===== src/rtl/wdt_pkg.sv =====
`timescale 1ns/1ps
package wdt_pkg;

    typedef enum logic [1:0] {
        ST_OFF   = 2'd0,
        ST_RUN   = 2'd1,
        ST_PAUSE = 2'd2,
        ST_FIRE  = 2'd3
    } wdt_state_e;

    typedef enum logic [1:0] {
        LP_KEEP    = 2'd0,
        LP_LONGEST = 2'd1,
        LP_STOP    = 2'd2,
        LP_UNUSED  = 2'd3
    } lp_mode_e;

endpackage


===== src/rtl/wdt_timewheel.sv =====
`timescale 1ns/1ps
module wdt_timewheel #(
    parameter int BASE_LOG2 = 1,
    parameter int STEP_LOG2 = 3,
    parameter int SEL_W     = 2,
    parameter int TW_BITS   = 10
) (
    input  logic               clk,
    input  logic               por_n,
    input  logic               restart,
    input  logic               run_en,
    input  logic [SEL_W-1:0]   sel,
    output logic [TW_BITS-1:0] tw,
    output logic               period_ev
);
    localparam int N_SEL = 1 << SEL_W;

    logic [N_SEL-1:0] wrap_vec;

    // one wrap tap per selectable period: the low LOG2 bits all set
    generate
        for (genvar g = 0; g < N_SEL; g++) begin : g_tap
            localparam int LOG2 = BASE_LOG2 + g * STEP_LOG2;
            assign wrap_vec[g] = &tw[LOG2-1:0];
        end
    endgenerate

    always_ff @(posedge clk or negedge por_n) begin
        if (!por_n) begin
            tw <= '0;
        end else if (restart) begin
            tw <= '0;
        end else if (run_en) begin
            tw <= tw + 1'b1;
        end
    end

    assign period_ev = run_en & wrap_vec[sel];

endmodule


===== src/rtl/wdt_tickcnt.sv =====
`timescale 1ns/1ps
module wdt_tickcnt #(
    parameter int LIMIT = 3,
    parameter int CNT_W = 2
) (
    input  logic             clk,
    input  logic             por_n,
    input  logic             restart,
    input  logic             kick,
    input  logic             period_ev,
    output logic [CNT_W-1:0] cnt,
    output logic             expire
);
    // a clear on the same edge wins over the final event
    assign expire = period_ev & ~kick & (cnt == CNT_W'(LIMIT - 1));

    always_ff @(posedge clk or negedge por_n) begin
        if (!por_n) begin
            cnt <= '0;
        end else if (restart || kick || expire) begin
            cnt <= '0;
        end else if (period_ev) begin
            cnt <= cnt + 1'b1;
        end
    end

endmodule


===== src/rtl/wdt_ctrl.sv =====
`timescale 1ns/1ps
module wdt_ctrl
    import wdt_pkg::*;
#(
    parameter int SEL_W = 2
) (
    input  logic             clk,
    input  logic             por_n,
    input  logic             arm,
    input  logic [SEL_W-1:0] sel_in,
    input  logic [1:0]       lp_in,
    input  logic             lp_active,
    input  logic             expire,
    output logic             restart,
    output logic             run_en,
    output logic [SEL_W-1:0] eff_sel,
    output logic             rst_req,
    output logic             cause,
    output logic             armed,
    output logic [SEL_W-1:0] per_q,
    output lp_mode_e         lp_q
);
    localparam logic [SEL_W-1:0] LONG_SEL = '1;

    wdt_state_e state_q, state_d;
    logic       accept;
    logic       pause_now;
    logic       pause_at_arm;

    assign accept       = arm && (state_q == ST_OFF);
    assign pause_now    = (lp_q == LP_STOP) && lp_active;
    assign pause_at_arm = (lp_mode_e'(lp_in) == LP_STOP) && lp_active;

    // next state
    always_comb begin
        state_d = state_q;
        unique case (state_q)
            ST_OFF: begin
                if (accept) begin
                    state_d = pause_at_arm ? ST_PAUSE : ST_RUN;
                end
            end
            ST_RUN, ST_PAUSE, ST_FIRE: begin
                if (expire) begin
                    state_d = ST_FIRE;
                end else if (pause_now) begin
                    state_d = ST_PAUSE;
                end else begin
                    state_d = ST_RUN;
                end
            end
        endcase
    end

    // state register
    always_ff @(posedge clk or negedge por_n) begin
        if (!por_n) begin
            state_q <= ST_OFF;
        end else begin
            state_q <= state_d;
        end
    end

    // settings latched once at arm, and the sticky cause flag
    always_ff @(posedge clk or negedge por_n) begin
        if (!por_n) begin
            per_q <= '0;
            lp_q  <= LP_KEEP;
            cause <= 1'b0;
        end else begin
            if (accept) begin
                per_q <= sel_in;
                lp_q  <= lp_mode_e'(lp_in);
            end
            if (expire) begin
                cause <= 1'b1;
            end
        end
    end

    // outputs
    always_comb begin
        armed   = (state_q != ST_OFF);
        restart = accept;
        run_en  = armed && !pause_now;
        rst_req = (state_q == ST_FIRE);
        eff_sel = ((lp_q == LP_LONGEST) && lp_active) ? LONG_SEL : per_q;
    end

endmodule


===== src/rtl/tw_watchdog.sv =====
`timescale 1ns/1ps
module tw_watchdog #(
    parameter int BASE_LOG2  = 1,
    parameter int STEP_LOG2  = 3,
    parameter int SEL_W      = 2,
    parameter int TICK_LIMIT = 3
) (
    input  logic             clk_slow,
    input  logic             por_n,
    input  logic             arm_i,
    input  logic [SEL_W-1:0] arm_period_i,
    input  logic [1:0]       arm_lp_i,
    input  logic             kick_i,
    input  logic             lowpwr_i,
    output logic             wdt_req_o,
    output logic             wdt_cause_o
);
    import wdt_pkg::*;

    localparam int N_SEL   = 1 << SEL_W;
    localparam int TW_BITS = BASE_LOG2 + (N_SEL - 1) * STEP_LOG2;
    localparam int CNT_W   = $clog2(TICK_LIMIT + 1);

    logic               restart_w;
    logic               run_en_w;
    logic [SEL_W-1:0]   eff_sel_w;
    logic [TW_BITS-1:0] tw_w;
    logic               period_ev_w;
    logic [CNT_W-1:0]   tick_cnt_w;
    logic               expire_w;
    logic               armed_w;
    logic [SEL_W-1:0]   per_q_w;
    lp_mode_e           lp_q_e;
    logic [1:0]         lp_q_w;

    assign lp_q_w = lp_q_e;

    wdt_ctrl #(
        .SEL_W(SEL_W)
    ) u_ctrl (
        .clk      (clk_slow),
        .por_n    (por_n),
        .arm      (arm_i),
        .sel_in   (arm_period_i),
        .lp_in    (arm_lp_i),
        .lp_active(lowpwr_i),
        .expire   (expire_w),
        .restart  (restart_w),
        .run_en   (run_en_w),
        .eff_sel  (eff_sel_w),
        .rst_req  (wdt_req_o),
        .cause    (wdt_cause_o),
        .armed    (armed_w),
        .per_q    (per_q_w),
        .lp_q     (lp_q_e)
    );

    wdt_timewheel #(
        .BASE_LOG2(BASE_LOG2),
        .STEP_LOG2(STEP_LOG2),
        .SEL_W    (SEL_W),
        .TW_BITS  (TW_BITS)
    ) u_wheel (
        .clk      (clk_slow),
        .por_n    (por_n),
        .restart  (restart_w),
        .run_en   (run_en_w),
        .sel      (eff_sel_w),
        .tw       (tw_w),
        .period_ev(period_ev_w)
    );

    wdt_tickcnt #(
        .LIMIT(TICK_LIMIT),
        .CNT_W(CNT_W)
    ) u_ticks (
        .clk      (clk_slow),
        .por_n    (por_n),
        .restart  (restart_w),
        .kick     (kick_i),
        .period_ev(period_ev_w),
        .cnt      (tick_cnt_w),
        .expire   (expire_w)
    );

endmodule



===== config.mk =====
export PLATFORM = sky130hd
export DESIGN_NAME = tw_watchdog
export DESIGN_NICKNAME = d
export VERILOG_FILES = /design/src/rtl/wdt_pkg.sv /design/src/rtl/wdt_timewheel.sv /design/src/rtl/wdt_tickcnt.sv /design/src/rtl/wdt_ctrl.sv /design/src/rtl/tw_watchdog.sv
export SDC_FILE = /design/constraint.sdc
export NUM_CORES = 1
export LEC_CHECK = 0
export BUFFER_PORTS_ARGS = -buffer_cell sky130_fd_sc_hd__buf_2
export CORE_ASPECT_RATIO = 0.9
export CORE_MARGIN = 3
export CORE_UTILIZATION = 24
export DETAILED_ROUTE_END_ITERATION = 6
export PLACE_DENSITY_LB_ADDON = 0.05
export SLEW_MARGIN = 20
export SYNTH_ARGS = -nofsm -noshare
export SYNTH_HDL_FRONTEND = slang
export SYNTH_SLANG_ARGS = --single-unit

===== constraint.sdc =====
create_clock -name clk_slow -period 1.7 [get_ports clk_slow]
set_input_delay 0.34 -clock clk_slow [delete_from_list [all_inputs] [get_ports clk_slow]]
set_output_delay 0.34 -clock clk_slow [all_outputs]
set_load 0.03 [all_outputs]

Yosys cells after proc, flatten, opt, wreduce, memory -nomap -nowiden
Cells that the tools add are included.
{"block": "totals", "elab_cells": 49, "input_bits": 9, "output_inout_bits": 2, "regBits": 19}
{"block": "op_classes", "n_reduce_logical": 16, "bitwise_logic": 4, "eq_ne": 8, "mux": 12, "magnitude_cmp": 1, "addsub": 2}
{"cell": "$mux W10", "count": 2}
{"cell": "$mux W2", "count": 7}
{"cell": "$add A10 B1 Y10 const B", "count": 1}
{"cell": "$eq A2 B2 Y1 const B", "count": 5}
{"cell": "$reduce_and A10 Y1", "count": 1}
{"cell": "$reduce_and A7 Y1", "count": 1}
{"cell": "$reduce_bool A2 Y1", "count": 3}
{"cell": "$logic_and A1 B1 Y1", "count": 5}
{"cell": "$eq A2 B1 Y1 const B", "count": 2}
{"cell": "$pmux W2 S2", "count": 1}
{"cell": "$reduce_and A4 Y1", "count": 1}
{"cell": "$and A1 B1 Y1", "count": 3}
{"cell": "$lt A2 B3 Y1 const B", "count": 1}
{"cell": "$reduce_or A3 Y1", "count": 1}
{"cell": "$add A2 B1 Y2 const B", "count": 1}
{"cell": "$bmux W1 S2", "count": 1}
{"cell": "$logic_not A2 Y1", "count": 1}
{"cell": "$logic_or A1 B1 Y1", "count": 2}
{"cell": "$ne A2 B1 Y1 const B", "count": 1}
{"cell": "$logic_not A1 Y1", "count": 1}
{"cell": "$mux W1", "count": 1}
{"cell": "$not A1 Y1", "count": 1}

Logic depth before layout (Yosys ltp)
{"block": "logic_depth", "ltp_word": 10, "ltp_mapped": 6, "depth_no_buf": 6}

Cells and area by module
From an unflattened synthesis, not the netlist that was laid out.
{"block": "unflattened", "cells_unflattened": 96, "hier_area_um2": 1014.7}
{"module": "wdt_timewheel", "cells_per_inst": 57, "seq_area_each_um2": 250.2, "n_inst": 1, "area_per_inst_um2": 546.8}
{"module": "wdt_ctrl", "cells_per_inst": 27, "seq_area_each_um2": 175.2, "n_inst": 1, "area_per_inst_um2": 344.1}
{"module": "wdt_tickcnt", "cells_per_inst": 12, "seq_area_each_um2": 50.0, "n_inst": 1, "area_per_inst_um2": 123.9}

Least setup slack after synthesis
No wires, ideal clock.
{"block": "synth_timing", "kind": "register to register", "from": "register u_wheel.tw[0]", "to": "register u_ticks.cnt[1]", "setup_ns": 0.077, "period_less_slack_ns": 1.557, "required_ns": 1.623, "path_stages_with_launch": 7, "n_path_buf": 0, "setup_slack_ns": 0.143, "arrival_ns": 1.479, "cell_sequence": "dfrtp_1 -> ha_1 -> nand4_1 -> a211oi_2 -> a31oi_2 -> or4_1 -> a21oi_1"}
{"block": "synth_between", "elab_chain_len": 8, "word_cells_on_any_way": 11, "classes_between": "3 x mux; 3 x bitwise; 5 x reduce/logical"}
{"element": "from (decl)", "line": "wdt_timewheel.sv:13", "text": "output logic [TW_BITS-1:0] tw,"}
{"element": "from (signal assigned)", "line": "wdt_timewheel.sv:34", "text": "tw <= tw + 1'b1;"}
{"element": "$reduce_and A10 Y1, or another cell as far along", "line": "wdt_timewheel.sv:24", "text": "assign wrap_vec[g] = &tw[LOG2-1:0];"}
{"element": "$bmux W1 S2 (*)", "line": "wdt_timewheel.sv:38", "text": "assign period_ev = run_en & wrap_vec[sel];"}
{"element": "$mux W1 (implied by the code) (*)", "line": "wdt_timewheel.sv:38"}
{"element": "$and A1 B1 Y1 (*)", "line": "wdt_timewheel.sv:38"}
{"element": "$and A1 B1 Y1 (2 in series)", "line": "wdt_tickcnt.sv:15", "text": "assign expire = period_ev & ~kick & (cnt == CNT_W'(LIMIT - 1));"}
{"element": "$logic_or A1 B1 Y1", "line": "wdt_tickcnt.sv:20", "text": "end else if (restart || kick || expire) begin"}
{"element": "$mux W2 or $reduce_bool A2 Y1 (tied branches)"}
{"element": "to (signal assigned)", "line": "wdt_tickcnt.sv:23", "text": "cnt <= cnt + 1'b1;"}
{"element": "to (decl)", "line": "wdt_tickcnt.sv:11", "text": "output logic [CNT_W-1:0] cnt,"}
Every way passes the cells marked *; elsewhere a longest branch is shown, timed or not. The select of a mux whose other input is x is not followed.
A chain may end at the register's enable or synchronous reset.

Worst setup path in the final report
{"block": "layout_timing", "from": "register u_wheel.tw[1]", "to": "register u_ticks.cnt[1]"}
Same word-level chain as after synthesis.

==> out/qor.yml <==
final_layout:
  antennaDiodeCount: 0
  synthToLayoutAreaGrowth_pct: 24.5
  fin_nets: 134
  drive_gt1_share_pct: 27.9
  stdcell_count: 168
synth:
  synth_area_leaders: "dfrtp_1, nand2_1, nor2_1, xnor2_1, nand3_1"
  ys.flop_type: "dfrtp_1"
  ys_async_sr_fraction_pct: 100
  syn_area_per_cell_um2: 9.49
  syn-cell-area_um2: 968
  ys_types: 33
  yosysMostFrequentCell: "nand2_1"
  yosysSeqAreaShare_pct: 49.1
  syn_inst: 102
  synth.top_cells.by_count: "nand2_1, dfrtp_1, nor2_1"
  synth_top_area_share_pct: 49.1
  synth.net_count: 113
  synth_top_cell_by_area: "dfrtp_1"
  ys_warn_count: 0
  synth_edf_count: 0
  yosys_register_bits: 19
critical_path:
  cp_max_fo: 5
  critPathLaunchType: "register"
  crit_path_end_kind: "register"
  crit_required_ns: 1.89
  arrival_ns: 1.83
  worst-setup-path-type: "reg2reg"
die:
  rows: 21
  die_area_um2: 4830
  die_w_um: 73.0
  coreArea_um2: 3810
  dieHeight_um: 66.3
  start_util_pct: 25.4
  ios: 11
placed_design:
  place_congestion: 0.721
  pre_cts_slack_ns: 0.0327
  port_buffers: 10
  hpwl_um: 1690
  dpl.cell_count: 163
sta:
  maxSlewHeadroom_pct: 69.4
  hold_violations: 0
  setup_violations: 0
  period_needed_ns: 1.64
  rsz0062_at_grt: "yes"
  max_clock_freq_mhz: 608
  drv_slew: 0
  timing.final.crit_share_pct: 96.7
  worstMarginPinSlew_ns: 0.459
  fin_worst_skew_ns: 0.00499
  fin_ws_ns: 0.0559
clock_network:
  cts_buffer_depth: 2
  cts_buffers: 3
  htree_levels: 1
  root_buffer: "clkbuf_8"
  clock-sinks: 19
  hold_buffers: 0
  cts_tree: "yes"
  clk_pin_slew_ns: 0.08
  clk_latency_ns: 0.26
grt:
  grt.overflow.total: 0
  grt_pass1_vias: 863
  grt_first_pass_wirelength_um: 3980
  grt_max_degree: 20
  grt.total_usage_pct: 11.1
  antenna_found_initial: 0
outcome:
  status: "finished clean"
drt:
  wl_um: 2340
  vias: 776
  postRouteAntennaNets: 0
  first_pass_iters: 2
  drc: 0
  drt_iter0_markers: 17
  wire_per_inst_um: 13.9
  via_per_inst: 4.62
pwr:
  max-vdd-ir-drop_v: 0.000399
  cellPowerDensity_nw_per_um2: 1480
  p_leak_uw: 0.000536
hold_path:
  hold_class: "in2async"
flow_run:
  max_cap_violations: 0
-- logic make-up (layout without fill, tap and decap cells) --
logic type,after synthesis,in the layout,synth area share (%)
flops,19,19,49.1
xor+xnor,6,6,5.43
fa+ha+maj,2,2,2.58
simple gates,59,59,32.7
buf+inv,3,23,1.29
compound gates,13,13,8.91
-- final cells by class --
class | count | area [um^2]
multi-input combinational | 80 | 514
tap | 46 | 57.6
fill | 406 | 2600
timing repair buffer | 18 | 110
sequential | 19 | 475
inverter | 1 | 3.75
clock buffer | 4 | 45.0
-- repair_timing --
item	4_1_cts	5_1_grt
resized for setup	0	7
setup endpoints to repair	0	4
setup buffers	0	1
-- routing by layer --
layer / vias to the layer above / track usage (%) / routed length [um] / part of all wire [%]
met5: - / 0 / 0 / 0
met4: 0 / 3.46 / 17 / 0.73
met3: 2 / 3.80 / 93 / 4.0
met2: 9 / 18.5 / 1090 / 46
met1: 377 / 13.3 / 1140 / 49
li1: 388 / - / - / -
-- per-stage QoR --
step	utilization (%)	total power (uW)	instance area (um^2)	hold slack [ns]	TNS [ns]
global placement	29.4	1410	1120	0.313	0
CTS	30.6	1750	1160	0.0316	0
floorplan	-	1150	968	0.0444	0
global route	31.7	1960	1210	0.0426	-0.0861
detailed placement	29.4	1410	1120	0.318	0
finish	31.7	1790	1210	0.0188	0
-- cells in the final DEF (no fill, tap or decap) --
cell type and n:
nor4b_2 1, nor3b_1 1, a31oi_2 1, o21ai_1 1, nand4_1 2, xor2_1 2
or2_2 1, nor2_1 10, nor2b_4 1, nand3_2 1, o21ai_0 5, xnor2_1 4
nand4b_1 1, or4_4 2, and3_4 1, dfrtp_1 19, ha_4 1, ha_1 1
a21o_1 1, nand3_1 6, a211oi_2 1, inv_1 1, nor3_2 1, and2_1 2
a21oi_1 1, clkbuf_8 3, buf_4 8, and3b_1 2, nand3b_1 1, a21oi_2 2
a2bb2oi_1 1, buf_2 10, nand2b_1 2, nor3_1 2, clkbuf_1 1, or2_1 1
nand2_1 21
-- flip-flops by register name (all words and copies together) (netlist names) --
register and flops:
u_ctrl.lp_q 2, u_ctrl.cause 1, u_wheel.tw 10, u_ctrl.per_q 2
u_ctrl.state_q 2, u_ticks.cnt 2
-- final timing paths --
kind	slack, ns	startpoint	cells after the start	to
min in group clk_slow	0.27	arm_period_i[1]	3	u_ctrl.per_q[1]
min	0.02	por_n	1	u_wheel.tw[2]
max reg2reg	0.06	u_wheel.tw[1]	6	u_ticks.cnt[1]
max in group asynchronous	1.36	por_n	1	u_ticks.cnt[0]
max	0.06	u_wheel.tw[1]	6	u_ticks.cnt[1]
min reg2reg	0.47	u_ctrl.cause	1	u_ctrl.cause
-- report_power, final --
group	switching [uW]	internal (uW)	total (uW)	leakage, uW
clock network	160	167	327	0.0000228
registers	127	593	720	0.000249
logic	406	334	740	0.000264
total	693	1090	1790	0.000536
-- critical path, stage by stage (launching register included) --
cell and delay (ns):
dfrtp_1 0.40, ha_4 0.16, nand4_1 0.10, a211oi_2 0.25, a31oi_2 0.09, or4_4 0.43, a21oi_2 0.13
No activity file was read; power rests on OpenSTA's default activity.
